[src/rtl/pmp_pkg.sv]
package pmp_pkg;

    // Configuration byte field positions
    localparam int CFG_R_BIT    = 0;
    localparam int CFG_W_BIT    = 1;
    localparam int CFG_X_BIT    = 2;
    localparam int CFG_MODE_LO  = 3;
    localparam int CFG_LOCK_BIT = 7;

    typedef enum logic [1:0] {
        MATCH_OFF   = 2'd0,
        MATCH_RANGE = 2'd1,
        MATCH_WORD  = 2'd2,
        MATCH_POW2  = 2'd3
    } match_mode_e;

    typedef enum logic [1:0] {
        ACC_LOAD  = 2'd0,
        ACC_STORE = 2'd1,
        ACC_FETCH = 2'd2,
        ACC_RSVD  = 2'd3
    } acc_kind_e;

    localparam logic [1:0] PRIV_MACHINE = 2'd3;

    function automatic match_mode_e cfg_mode(input logic [7:0] cfg);
        return match_mode_e'(cfg[CFG_MODE_LO +: 2]);
    endfunction

endpackage

[src/rtl/pmp_regfile.sv]
module pmp_regfile
    import pmp_pkg::*;
#(
    parameter int N     = 16,
    parameter int IDX_W = 4,
    parameter int WA    = 30
) (
    input  logic                 clk,
    input  logic                 rst_n,
    input  logic                 cfg_we,
    input  logic [IDX_W-1:0]     cfg_idx,
    input  logic [7:0]           cfg_wdata,
    input  logic                 adr_we,
    input  logic [IDX_W-1:0]     adr_idx,
    input  logic [WA-1:0]        adr_wdata,
    output logic [N-1:0][7:0]    cfg_q,
    output logic [N-1:0][WA-1:0] adr_q
);

    for (genvar i = 0; i < N; i++) begin : g_ent
        logic [7:0]    cfg_r;
        logic [WA-1:0] adr_r;
        logic          cfg_frozen;
        logic          adr_frozen;

        assign cfg_frozen = cfg_r[CFG_LOCK_BIT];

        if (i + 1 < N) begin : g_upper
            // a locked range entry above also pins this entry's base
            assign adr_frozen = cfg_r[CFG_LOCK_BIT] |
                                (cfg_q[i+1][CFG_LOCK_BIT] &&
                                 cfg_mode(cfg_q[i+1]) == MATCH_RANGE);
        end else begin : g_top
            assign adr_frozen = cfg_r[CFG_LOCK_BIT];
        end

        always_ff @(posedge clk or negedge rst_n) begin
            if (!rst_n) begin
                cfg_r <= '0;
            end else if (cfg_we && cfg_idx == IDX_W'(i) && !cfg_frozen) begin
                cfg_r <= cfg_wdata;
            end
        end

        always_ff @(posedge clk or negedge rst_n) begin
            if (!rst_n) begin
                adr_r <= '0;
            end else if (adr_we && adr_idx == IDX_W'(i) && !adr_frozen) begin
                adr_r <= adr_wdata;
            end
        end

        assign cfg_q[i] = cfg_r;
        assign adr_q[i] = adr_r;
    end

endmodule

[config.mk]
export PLATFORM = sky130hd
export DESIGN_NAME = pmp_regfile
export DESIGN_NICKNAME = d
export VERILOG_FILES = /design/src/rtl/pmp_pkg.sv /design/src/rtl/pmp_regfile.sv
export SDC_FILE = /design/constraint.sdc
export NUM_CORES = 1
export LEC_CHECK = 0
export BUFFER_PORTS_ARGS = -buffer_cell sky130_fd_sc_hd__buf_2
export CORE_AREA = 2 2 254 256
export DETAILED_ROUTE_END_ITERATION = 6
export DIE_AREA = 0 0 256 258
export SYNTH_ARGS = -nofsm -noshare
export SYNTH_HDL_FRONTEND = slang
export SYNTH_SLANG_ARGS = --single-unit
[constraint.sdc]
create_clock -name clk -period 2.3 [get_ports clk]
set_clock_uncertainty 0.15 [all_clocks]
set_input_delay 0.23 -clock clk [delete_from_list [all_inputs] [get_ports clk]]
set_output_delay 0.23 -clock clk [all_outputs]
set_load 0.02 [all_outputs]
==> flow_metrics.py, run 1 <==
metrics = {
    "job": {
        "drv_cap": 0,
    },
    "floorplanning": {
        "initial_core_util_pct": 36.1,
        "placementRows": 93,
        "die_x_um": 256,
        "die_height_um": 258,
        "boundaryPins": 658,
        "core_area_um2": 63600,
        "die-area_um2": 66000,
    },
    "layout": {
        "stdcell_area_um2": 30100,
        "final_common_cell": "buf_2",
        "fill_cells": 5701,
        "num-nets-final": 2146,
        "area.growth.synth_to_final_pct": 31.0,
        "drive_gt1_share_pct": 66.2,
        "antennaDiodeCount": 0,
        "layout.cells.most_common_list": "buf_2, dfrtp_1, mux2_2, clkbuf_16, buf_4",
    },
    "setup_path": {
        "path_class": "reg2reg",
        "crit_path_max_fanout": 30,
        "timing.critical_path.required_ps": 2600,
        "startpoint": "g_ent[13].cfg_r[7]$_DFFE_PN0P_",
        "worstReg2RegStart": "g_ent[13].cfg_r[7]$_DFFE_PN0P_",
        "register_to_register_setup_slack_ps": 200,
        "endpoint": "g_ent[12].adr_r[4]$_DFFE_PN0P_",
        "worstPathArrival_ps": 2400,
        "worstSetupStartpointType": "flip-flop",
        "reg2regPathDepth": 4,
        "crit-reg2reg-capture": "g_ent[12].adr_r[4]$_DFFE_PN0P_",
        "worstSetupEndpointType": "flip-flop",
    },
    "power_and_ir_drop": {
        "p_seq_share_pct": 41.1,
        "power_leakage_uw": 0.0149,
        "clock_power_share_pct": 30.4,
        "design_power_total_uw": 36000,
        "ir_worst_vdd_mv": 0.826,
        "power.internal_uw": 23800,
        "power_switching_share_pct": 33.8,
        "cellPowerDensity_nw_per_um2": 1200,
        "p_switching_uw": 12200,
        "power.combinational.fraction_pct": 28.5,
    },
    "place": {
        "placedInstanceArea_um2": 27700,
        "finalWeightedCongestion": 0.816,
        "detailed_place_hpwl_um": 53300,
        "place.port_buffers": 657,
    },
    "synth": {
        "synthesis.area_per_instance_um2": 16.5,
        "syn-instance-count": 1393,
        "synthesis.area_um2": 23000,
        "synth-warning-count": 0,
        "proportion_of_synthesized_chip_area_in_sequential_cells_pct": 66.2,
        "yosys.cell_types.count": 27,
        "postSynthNetCount": 1443,
        "synth_seq_cells": 608,
    },
    "clocking": {
        "clock_latency_ps": 590,
        "cts-buffers-inserted": 66,
        "ctsHtreeMaxLevel": 3,
        "tritoncts_clock_tree": "built",
        "clk_path_buf_depth": 3,
        "worst_setup_hold_path_clk_slew_ps": 60,
        "clock-root-buffer": "clkbuf_16",
        "cts-resized-gates": 0,
        "cts.sink_count": 608,
    },
    "sta": {
        "post-route-period-util_pct": 91.3,
        "maximum_operating_frequency_mhz": 476,
        "slew_headroom_pct": 55.8,
        "setup_tns_ps": 0,
        "rsz0062_at_grt": "false",
        "report.final.slew_viol_count": 0,
        "post-route-min-period_ps": 2100,
        "timing.final.hold_violations": 0,
        "timing_worst_slew_pin_value_ps": 663,
        "finalSetupViolations": 0,
    },
    "global_route": {
        "wire_length_of_the_first_global_routing_pass_um": 109000,
        "grt_start_max_net_pins": 62,
        "grt_antenna_before_repair": 1,
        "grt_overflow": 0,
        "grtUsageTotal_pct": 22.2,
        "number_of_global_route_vias_before_repair": 15700,
    },
    "min_path": {
        "timing.hold.worst.class": "in2reg",
    },
    "detailed_routing": {
        "route.final.wire_length_um": 74200,
        "iteration_count_of_the_initial_detailed_routing_pass": 4,
        "final_ant_viol_nets": 0,
        "dr_total_vias": 14800,
        "first_iter_violations": 763,
        "routed_wire_length_per_instance_um": 24.8,
        "detail_route.vias_per_cell": 4.94,
        "drc": 0,
    },
    "outcome": {
        "result_of_the_run": "finished clean",
    },
}
==> synthesized netlist by cell type <==
library cell	n	share of area, %
a21o_1	4	0.13
and3_1	1	0.027
and3b_1	5	0.19
buf_2	15	0.33
buf_6	2	0.098
clkbuf_1	82	1.3
dfrtp_1	608	66
inv_1	1	0.016
mux2_1	7	0.34
mux2_2	571	28
mux2_4	14	0.91
nand2_1	15	0.25
nand2b_1	2	0.054
nand3_1	2	0.044
nand3b_1	3	0.098
nor2_1	1	0.016
nor3_1	4	0.087
nor3_2	4	0.17
nor3b_1	9	0.29
nor3b_2	1	0.054
nor4b_1	3	0.11
o211ai_1	11	0.36
o21bai_1	12	0.39
or2_2	3	0.082
or3_1	11	0.30
or3b_1	1	0.038
or4b_1	1	0.044
==> final cells by class <==
class | count | area (µm²) | area share, %
tap | 855 | 1070 | 3.55
timing repair buffer | 734 | 4180 | 13.9
multi-input combinational | 685 | 7370 | 24.5
clock inverter | 22 | 314 | 1.04
inverter | 1 | 3.75 | 0.0125
sequential | 608 | 15200 | 50.6
clock buffer | 94 | 1940 | 6.44
==> registers in the layout, summed over array words and instances (netlist names) <==
register     cells
g_ent.adr_r    480
g_ent.cfg_r    128
==> power groups by stage <==
stage                     clock network (µW)  logic (µW)  registers, µW
after floorplan                            0        2500          18200
after global placement                     0       10300          14800
after detailed placement                   0       10400          14900
after CTS                              11200       10400          14800
after global routing                   11600       10800          15100
final                                  10900       10300          14800
==> per-layer routing <==
| layer | vias to the layer above | track usage, % | routed length [µm] |
|---|---|---|---|
| met1 | 7824 | 26.9 | 29400 |
| met5 | - | 0 | 0 |
| met4 | 0 | 8.07 | 2470 |
| met3 | 133 | 6.35 | 5120 |
| li1 | 6338 | - | - |
| met2 | 517 | 38.0 | 37200 |
==> worst max-delay path: stages, from the launching register on <==
cell and delay, ps:
dfrtp_1 380, and3b_1 180, or4b_2 680, buf_12 220, mux2_1 340
==> kinds of logic after synthesis <==
group	count (synthesis)	synth area share (%)
flops	608	66.2
simple gates	66	1.86
compound gates	27	0.882
buf+inv	100	1.78
mux	592	29.2
==> worst min path at each step <==
stage / from / to / slack (ps) / cells after the start
CTS: adr_wdata[12] / g_ent[11].adr_r[12]$_DFFE_PN0P_ / 3 / 2
global placement: rst_n / g_ent[6].cfg_r[5]$_DFFE_PN0P_ / 120 / 1
global route: adr_wdata[12] / g_ent[2].adr_r[12]$_DFFE_PN0P_ / 30 / 2
finish: adr_wdata[12] / g_ent[15].adr_r[12]$_DFFE_PN0P_ / 30 / 2
floorplan: rst_n / g_ent[0].adr_r[0]$_DFFE_PN0P_ / -220 / 0
detailed placement: rst_n / g_ent[6].cfg_r[6]$_DFFE_PN0P_ / 130 / 1
==> through the flow <==
stage | hold slack [ps] | setup slack [ps] | util [%] | std cells
2_1_floorplan | -216 | 349 | - | 1393
4_1_cts | 2.58 | 130 | 47.3 | 2999
3_5_place_dp | 128 | 146 | 43.5 | 2866
6_report | 31.5 | 199 | 47.3 | 2999
3_3_place_gp | 124 | 187 | 43.5 | 2866
5_1_grt | 25.8 | 97.2 | 47.3 | 2999
==> repair_timing <==
action,4_1_cts,5_1_grt
setup buffers,0,0
endpoints found under the hold margin,587,0
hold buffers,17,0
(Power assumes the default switching activity.)
==> run 2: changes to the inputs <==
--- a/config.mk
+++ b/config.mk
@@ -5,10 +5,11 @@
 export SDC_FILE = /design/constraint.sdc
 export NUM_CORES = 1
 export LEC_CHECK = 0
+export ABC_AREA = 1
 export BUFFER_PORTS_ARGS = -buffer_cell sky130_fd_sc_hd__buf_2
-export CORE_AREA = 2 2 254 256
+export CORE_AREA = 2 2 258 260
 export DETAILED_ROUTE_END_ITERATION = 6
-export DIE_AREA = 0 0 256 258
+export DIE_AREA = 0 0 260 262
 export SYNTH_ARGS = -nofsm -noshare
 export SYNTH_HDL_FRONTEND = slang
 export SYNTH_SLANG_ARGS = --single-unit
==> flow_metrics.py, run 2 <==
metrics = {
    "setup_path": {
        "timing.critical_path.required_ps": 2690,
        "crit_path_max_fanout": 6,
        "worstSetupEndpointType": "flip-flop",
        "worstSetupStartpointType": "input pin",
        "path_class": "in2reg",
        "worstPathArrival_ps": 2420,
    },
    "floorplanning": {
        "die_x_um": 260,
        "placementRows": 94,
        "core_area_um2": 65300,
        "boundaryPins": 658,
        "initial_core_util_pct": 36.9,
        "die-area_um2": 68100,
        "die_height_um": 262,
    },
    "place": {
        "finalWeightedCongestion": 0.844,
        "detailed_place_hpwl_um": 64400,
        "placed_cells": 4108,
        "place.port_buffers": 657,
        "dp_slack_ps": 469,
    },
    "clocking": {
        "ctsHtreeMaxLevel": 3,
        "cts_setup_buffers": 0,
        "clock_latency_ps": 600,
        "worst_setup_hold_path_clk_slew_ps": 60,
        "tritoncts_clock_tree": "built",
        "cts-buffers-inserted": 68,
        "clk_path_buf_depth": 3,
        "cts.sink_count": 608,
        "clock-root-buffer": "clkbuf_16",
    },
    "synth": {
        "synth-warning-count": 0,
        "synth_top_area_cell": "dfrtp_1",
        "syn-instance-count": 2729,
        "synth-compound-area-share_pct": 2.05,
        "synth_ff_type": "dfrtp_1",
        "dominant_combinational_cell_family_by_area_after_synthesis": "simple AND/OR/NAND/NOR gates",
        "synthMostInstantiatedCell": "nand2_1",
        "postSynthNetCount": 2779,
        "ys_top_cells_by_count": "nand2_1, dfrtp_1, nand3_1",
        "synth-adder-area-share_pct": 0,
        "synth.mux.area_fraction_pct": 0,
        "yosys.cell_types.count": 18,
        "synthesis.area_um2": 24100,
        "simple_gate_share_of_the_synthesized_area_pct": 30.2,
        "synth-edff-count": 0,
        "synth.top_cells.by_area": "dfrtp_1, nand2_1, nand4_1",
        "synth_seq_cells": 608,
        "proportion_of_synthesized_chip_area_in_sequential_cells_pct": 63.1,
        "synthesis.area_per_instance_um2": 8.83,
        "synth_top_cell_area_share_pct": 63.1,
        "synthXorXnorAreaFrac_pct": 0,
        "share_of_async_settable_or_async_resettable_flops_after_synthesis_pct": 100,
    },
    "min_path": {
        "timing.hold.worst.class": "in2reg",
    },
    "global_route": {
        "grt_overflow": 0,
        "number_of_global_route_vias_before_repair": 20700,
        "wire_length_of_the_first_global_routing_pass_um": 139000,
        "grtUsageTotal_pct": 27.4,
        "grt_start_max_net_pins": 90,
        "grt_antenna_before_repair": 5,
    },
    "outcome": {
        "result_of_the_run": "finished clean",
    },
    "power_and_ir_drop": {
        "ir_worst_vdd_mv": 0.533,
        "p_switching_uw": 6660,
        "power_leakage_uw": 0.0183,
        "p_seq_share_pct": 45.4,
        "clock_power_share_pct": 44.9,
        "cellPowerDensity_nw_per_um2": 806,
        "power_switching_share_pct": 26.6,
        "power.combinational.fraction_pct": 9.7,
        "power.internal_uw": 18400,
    },
    "sta": {
        "maximum_operating_frequency_mhz": 492,
        "post-route-min-period_ps": 2030,
        "finalSetupViolations": 0,
        "timing_worst_slew_pin_value_ps": 831,
        "setup_tns_ps": 0,
        "timing.final.hold_violations": 0,
        "rsz0062_at_grt": "false",
        "slew_headroom_pct": 44.6,
        "final_critical_path_setup_slack_ps": 269,
        "report.final.slew_viol_count": 0,
        "post-route-period-util_pct": 88.3,
    },
    "detailed_routing": {
        "first_iter_violations": 2323,
        "routed_wire_length_per_instance_um": 22.4,
        "drc": 0,
        "detail_route.vias_per_cell": 5.09,
        "dr_total_vias": 21700,
        "final_ant_viol_nets": 0,
        "iteration_count_of_the_initial_detailed_routing_pass": 6,
        "route.final.wire_length_um": 95700,
    },
    "layout": {
        "largest_register_ff_count": 480,
        "final_common_cell": "nand2_1",
        "drive_gt1_share_pct": 26.1,
        "num-nets-final": 3397,
        "register_with_the_most_flip_flops": "g_ent.adr_r",
        "area.growth.synth_to_final_pct": 29.1,
        "post_layout_nonfiller_instances": 4262,
        "top_regs": "g_ent.adr_r: 480 flops, g_ent.cfg_r: 128 flops",
        "layout.cells.most_common_list": "nand2_1, buf_2, dfrtp_1, nand3_1, nand4_1",
    },
    "job": {
        "drv_cap": 0,
    },
}
==> run 2: changes by cell type in the layout (fill, tap and decap cells not counted), sizes merged, moves of 15 or more <==
| cell | change |
|---|---|
| mux2 | -592 |
| inv | +43 |
| nand3 | +182 |
| dlygate4sd3 | +15 |
| o21ai | +94 |
| nand4 | +180 |
| nand2 | +1317 |
| buf | +28 |
| nor2 | +51 |
==> run 2: power by group through the flow <==
stage,clock [µW],sequential [µW],combinational (µW)
2_1_floorplan,0,12100,603
3_3_place_gp,0,11500,2400
3_5_place_dp,0,11600,2410
4_1_cts,11400,11400,2460
5_1_grt,11800,11400,2620
6_report,11200,11400,2440
==> run 2: worst paths after layout <==
check,start,slack (ps),cells past startpoint,end
setup / recovery,cfg_idx[2],270,9,g_ent[4].cfg_r[2]$_DFFE_PN0P_
hold / removal,adr_wdata[22],30,3,g_ent[3].adr_r[22]$_DFFE_PN0P_
setup reg to reg,g_ent[4].cfg_r[7]$_DFFE_PN0P_,280,6,g_ent[4].cfg_r[2]$_DFFE_PN0P_
hold reg to reg,g_ent[5].cfg_r[1]$_DFFE_PN0P_,310,2,g_ent[5].cfg_r[1]$_DFFE_PN0P_
max in group asynchronous,rst_n,1190,4,g_ent[2].adr_r[7]$_DFFE_PN0P_
min in group asynchronous,rst_n,140,3,g_ent[9].cfg_r[6]$_DFFE_PN0P_
==> run 2: area by class of cell <==
type	count	area, µm²
Fill cell	6366	34200
Sequential cell	608	15200
Multi-Input combinational cell	1848	7880
Timing Repair Buffer	777	4470
Clock buffer	96	2010
Tap cell	864	1080
Clock inverter	23	285
Inverter	44	166
Antenna cell	2	5.00
==> run 2: per-stage QoR <==
step | total power [µW] | instance area, µm² | hold WS, ps | util [%]
6_report | 25100 | 31100 | 30.1 | 47.7
5_1_grt | 25900 | 31100 | 20.0 | 47.6
4_1_cts | 25200 | 31100 | 2.79 | 47.6
3_5_place_dp | 14000 | 28500 | -19.2 | 43.6
3_3_place_gp | 13900 | 28500 | -23.2 | 43.6
2_1_floorplan | 12700 | 24100 | -216 | -
==> run 2: kinds of logic after synthesis <==
family | after synthesis
simple gates | 1751
flops | 608
buf+inv | 273
compound gates | 97
==> run 2: repair_timing <==
| action | 4_1_cts | 5_1_grt |
|---|---|---|
| gates resized for setup | 0 | 1 |
| hold buffers | 32 | 1 |
| hold endpoints to repair | 531 | 1 |
| endpoints found under the setup margin | 0 | 1 |
==> run 2: per-layer routing <==
layer  vias up  global-route usage, %  part of all wire, %
met5         -                      0                0.015
met2      1002                   45.7                   49
met1     10600                   34.7                   40
met3       183                   6.01                  7.7
met4         2                   10.9                  3.8
li1       9951                      -                    -
==> run 2: critical path, cell delays in order <==
cell and delay [ps]:
dlygate4sd3_1 540, buf_2 160, inv_1 90, nor2_4 170, nand2_1 90, nor2_2 300
dlygate4sd3_1 710, nand2_1 70, nand2_1 60
